--- config.mk ---
export PLATFORM = sky130hd
export DESIGN_NAME = refdiv_top
export DESIGN_NICKNAME = d
export VERILOG_FILES = /design/src/rtl/refdiv_pkg.sv /design/src/rtl/refdiv_modsel.sv /design/src/rtl/refdiv_counter.sv /design/src/rtl/refdiv_top.sv
export SDC_FILE = /design/constraint.sdc
export NUM_CORES = 1
export LEC_CHECK = 0
export BUFFER_PORTS_ARGS = -buffer_cell sky130_fd_sc_hd__clkbuf_2
export CAP_MARGIN = 25
export CORE_UTILIZATION = 39
export DETAILED_ROUTE_END_ITERATION = 7
export SLEW_MARGIN = 20
export SYNTH_ARGS = -nofsm -noshare
export SYNTH_HDL_FRONTEND = slang
export SYNTH_HIERARCHICAL = 1
export SYNTH_SLANG_ARGS = --single-unit
--- constraint.sdc ---
create_clock -name clk_ref -period 5 [get_ports clk_ref]
set_input_delay 1.5 -clock clk_ref [delete_from_list [all_inputs] [get_ports clk_ref]]
set_output_delay 1.5 -clock clk_ref [all_outputs]
set_load 0.02 [all_outputs]
--- src/rtl/refdiv_pkg.sv ---
package refdiv_pkg;

    localparam int CODE_W    = 3;
    localparam int CNT_W     = 14;
    localparam int NUM_CODES = 1 << CODE_W;
    localparam int MAX_MOD   = 8192;
    localparam int GAP_W     = CNT_W + 2;

    typedef logic [CODE_W-1:0] code_t;
    typedef logic [CNT_W-1:0]  count_t;

    typedef struct packed {
        count_t cnt;
        count_t term;
        logic   pulse;
    } div_state_t;

    function automatic count_t modulus_of(input code_t c);
        count_t m;
        case (c)
            3'd0:    m = count_t'(8);
            3'd1:    m = count_t'(128);
            3'd2:    m = count_t'(256);
            3'd3:    m = count_t'(512);
            3'd4:    m = count_t'(1024);
            3'd5:    m = count_t'(2048);
            3'd6:    m = count_t'(2410);
            default: m = count_t'(MAX_MOD);
        endcase
        return m;
    endfunction

    function automatic count_t terminal_of(input code_t c);
        return count_t'(modulus_of(c) - count_t'(1));
    endfunction

endpackage

--- src/rtl/refdiv_modsel.sv ---
module refdiv_modsel
    import refdiv_pkg::*;
(
    input  code_t  code_i,
    output count_t term_o
);
    always_comb begin
        term_o = terminal_of(code_i);
    end
endmodule

--- src/rtl/refdiv_counter.sv ---
module refdiv_counter
    import refdiv_pkg::*;
(
    input  logic   clk,
    input  logic   rst,
    input  count_t term_i,
    output logic   pulse_o
);
    div_state_t st_q;
    div_state_t st_d;
    logic       at_term;

    assign at_term = (st_q.cnt == st_q.term);

    always_comb begin
        st_d = st_q;
        if (at_term) begin
            st_d.cnt   = '0;
            st_d.term  = term_i;
            st_d.pulse = 1'b1;
        end else begin
            st_d.cnt   = count_t'(st_q.cnt + count_t'(1));
            st_d.pulse = 1'b0;
        end
    end

    always_ff @(posedge clk) begin
        if (rst) begin
            st_q.cnt   <= '0;
            st_q.term  <= term_i;
            st_q.pulse <= 1'b0;
        end else begin
            st_q <= st_d;
        end
    end

    assign pulse_o = st_q.pulse;
endmodule

--- src/rtl/refdiv_top.sv ---
module refdiv_top
    import refdiv_pkg::*;
(
    input  logic              clk_ref,
    input  logic              rst,
    input  logic [CODE_W-1:0] sel_code,
    output logic              ref_pulse_o
);
    count_t term_sel;

    refdiv_modsel u_modsel (
        .code_i (code_t'(sel_code)),
        .term_o (term_sel)
    );

    refdiv_counter u_counter (
        .clk     (clk_ref),
        .rst     (rst),
        .term_i  (term_sel),
        .pulse_o (ref_pulse_o)
    );
endmodule

==> results by stage <==
CTS:
- The clock tree synthesis step divided the H-tree into 2 levels.
- The number of clock buffers inserted by TritonCTS is 5.
- The post-CTS resize count is 0.
- The number of buffers inserted by hold repair at cts is 0.
- The clock transition time at the flip-flop clock pins of the worst setup and hold paths is 80 ps.
- Buffers added to address setup during post-CTS repair amount to 0.
- The clock net in this run drives a total of 29 sinks.
- Counting along the longest clock path gives a buffer depth of 2.
- The insertion delay to the later sink of the worst-skew pair is 330 ps.
- The root buffer cell chosen for the clock tree is sky130_fd_sc_hd__clkbuf_4.
- TritonCTS built the clock tree.

Placement:
- The area after detailed placement is 1460 um^2.
- The half-perimeter wire length of the detailed placement result is 1.647 mm.
- The instance count after placement with tap cells included is 172.
- The total of buffers placed on input and output ports is 5.
- Routability-driven placement finished with a final weighted congestion of 0.7658.

Worst setup path:
- The category of the worst setup path launch point is a primary input.
- Data on the critical path is required at its endpoint by 5090 ps.
- The critical setup path kind is primary input to register.
- STA classifies the critical path endpoint as a register.
- For the worst setup path, the data arrival time is 2790 ps.
- The largest fanout on the critical path is 9.

Synthesis:
- In the post-synthesis netlist, the biggest area contributors are sky130_fd_sc_hd__edfxtp_1 (29%), sky130_fd_sc_hd__dfxtp_1 (21%), sky130_fd_sc_hd__xnor2_1 (12%), sky130_fd_sc_hd__nor3_1 (4.9%), sky130_fd_sc_hd__xor2_1 (3.7%).
- The number of synthesized register bits is 29.
- The cell with the most instances after synthesis is sky130_fd_sc_hd__xnor2_1.
- Summed over its instances, the top area cell type makes up 29.45% of the synthesized netlist area.
- After synthesis, flip-flops and latches occupy 50.48% of the total area.
- The post-synthesis async set-or-reset flop share is 0%.
- Synthesis handed over a netlist of 128 instances.
- After synthesis the cells add up to 1428 um^2.
- The library cell with the largest summed area after synthesis is sky130_fd_sc_hd__edfxtp_1.
- The commonest cells after synthesis are sky130_fd_sc_hd__xnor2_1 (20), sky130_fd_sc_hd__dfxtp_1 (15), sky130_fd_sc_hd__edfxtp_1 (14), sky130_fd_sc_hd__nor3_1 (14).
- The count of flip-flops with a built-in enable after synthesis is 14.
- The predominant post-synthesis flop cell is sky130_fd_sc_hd__dfxtp_1.
- The distinct cell type count of the synthesized netlist is 39.
- The average instance area after synthesis is 11.15 um^2.
- The warning count from the yosys run is 6.
- The net count after synthesis is 136.

Timing:
- The count of final hold-check violations is 0.
- Setup repair after global routing left no endpoint under its margin.
- Static timing analysis puts the maximum clock frequency at 369.7 MHz.
- Setup violations remaining at the end of the flow were counted as 0.
- For the final database, setup skew stands at 8.037 ps.
- For the finished layout, the period the worst path requires is 2705 ps.
- The relative slew slack is 44.40%.
- The actual transition at the worst max-transition pin is 827.8 ps.
- The post-route clock period utilization is 54.10%.
- The number of slew-limit violations in the final report was 0.
- Adding up every negative setup slack in the final design gives 0 ps.

Finish:
- In the final layout, the share of cells above drive strength 1 is 12.69%.
- The post-synthesis to final-layout area growth is 5.697%.
- The number of diodes added for antenna fixing is 0.
- Measured on the finished design, the core utilization comes to 44.18%.
- After the last flow step, the layout net total stands at 141.
- After routing the design area is 1509 um^2.
- The count of placed standard cells in the final layout, fillers left out is 180.

Route:
- In the final routed layout, each cell accounts on average for 12.35 um.
- The routed design has 2.223 mm of wire.
- The routed via count divided by cell count is 4.900.
- Before antenna repair, the detailed router went through 4 iterations.
- The count of nets left with antenna violations once routing finished came out at 0.
- After the first detailed-routing iteration, the DRC count stood at 27.
- The via total after detailed routing is 882.
- The total DRC errors in the routed layout is 0.

Hold path:
- The class of the tightest hold or removal check is register to register.

Global routing:
- The number of antenna violations at the first check in global routing is 0.
- The first global-routing pass estimated 3.864 mm of wire.
- Across every metal layer, demand over resource in global routing totals 13.25%.
- The final global-route overflow total is 0.
- The maximum number of pins on one net before global-route repair is 17.
- The number of global-route vias before repair is 875.

Flow run:
- The tool flagged a number of max-cap violations equal to 0.

Die:
- The die is 62.50 um wide.
- Once the floorplan was initialized, standard cells occupied 41.79% of the core.
- The total I/O pin count is 6.
- The die is 62.50 um tall.
- The row count is 21.
- The standard cell core area is 3416 um^2.
- The die outline area is 3906 um^2.

Power:
- For this design the static power due to leakage is 0.4914 nW.
- IR analysis of the VDD net gives a maximum drop of 0.1442 mV.
- The power per standard cell area is 287.5 nW/um^2.

Outcome:
- The flow ran to the end, and the final reports show no timing, DRC or antenna violations.
==> flip-flops by register name, indices dropped and copies added (netlist names) <==
name and cells:
u_counter/pulse_o 1, u_counter/st_q 28
==> power by group <==
group	internal, mW	switching [mW]
combinational	0.0167	0.0181
clock	0.0539	0.0752
sequential	0.263	0.00734
total	0.333	0.101
==> path summary, 6_finish.rpt <==
kind                      start            endpoint  slack, ps  cells after the start
max                 sel_code[1]   u_counter/st_q[9]       2300                      6
min          u_counter/st_q[15]  u_counter/st_q[15]        550                      1
max reg2reg  u_counter/st_q[21]   u_counter/st_q[8]       2700                      4
min reg2reg  u_counter/st_q[15]  u_counter/st_q[15]        550                      1
==> routing by layer <==
metal | up-vias | GRT usage, % | share of wire, %
li1 | 456 | - | -
met5 | - | 0 | 0
met4 | 0 | 10.47 | 3.2
met3 | 8 | 3.832 | 2.7
met2 | 11 | 21.47 | 48
met1 | 407 | 14.43 | 46
==> critical path, stage by stage <==
cell	delay, ps
sky130_fd_sc_hd__clkbuf_2	140
sky130_fd_sc_hd__or2_1	270
sky130_fd_sc_hd__a21o_1	190
sky130_fd_sc_hd__ha_1	250
sky130_fd_sc_hd__nand2b_1	190
sky130_fd_sc_hd__a32o_1	260
==> cell usage in the layout, fill, tap and decap left out, types with 2 or more instances in the layout <==
cell type / n
sky130_fd_sc_hd__and2_1: 2
sky130_fd_sc_hd__clkbuf_4: 5
sky130_fd_sc_hd__nor3b_1: 2
sky130_fd_sc_hd__clkbuf_2: 5
sky130_fd_sc_hd__nand2b_1: 2
sky130_fd_sc_hd__clkbuf_1: 2
sky130_fd_sc_hd__nand3_1: 6
sky130_fd_sc_hd__xor2_1: 6
sky130_fd_sc_hd__nand4_1: 4
sky130_fd_sc_hd__inv_1: 5
sky130_fd_sc_hd__dfxtp_1: 15
sky130_fd_sc_hd__xnor2_1: 20
sky130_fd_sc_hd__nor3_1: 14
sky130_fd_sc_hd__edfxtp_1: 14
sky130_fd_sc_hd__nand2_1: 6
sky130_fd_sc_hd__ha_1: 3
==> area by class of cell <==
cell class | count | area (um^2)
repair buffers | 5 | 25.02
clock inverters | 1 | 3.754
flip-flops and latches | 29 | 720.7
inverters | 5 | 18.77
multi-input cells | 87 | 638.1
clock buffers | 7 | 45.04
fillers | 343 | 1907
well taps | 46 | 57.56
==> through the flow <==
step	total power [mW]	hold WS, ps	setup slack [ps]
after floorplan	0.3042	486.3	2086
after global placement	0.3096	521.6	2015
after detailed placement	0.3110	527.8	1949
after CTS	0.4427	545.7	2314
after global routing	0.4571	581.3	2249
final	0.4338	546.4	2295
==> logic make-up (layout without fill, tap and decap cells) <==
group / count (synthesis) / in the layout / share of synthesized area (%)
AND/OR/NAND/NOR: 48 / 48 / 20.86
XOR/XNOR: 26 / 26 / 15.95
AO/OA/AOI/OAI: 9 / 9 / 4.996
flip-flops: 29 / 29 / 50.48
other: 1 / 1 / 0.2627
buffers and inverters: 12 / 18 / 4.820
adder cells (fa/ha/maj): 3 / 3 / 2.630
Note: power is estimated with default switching activity, not from simulation.
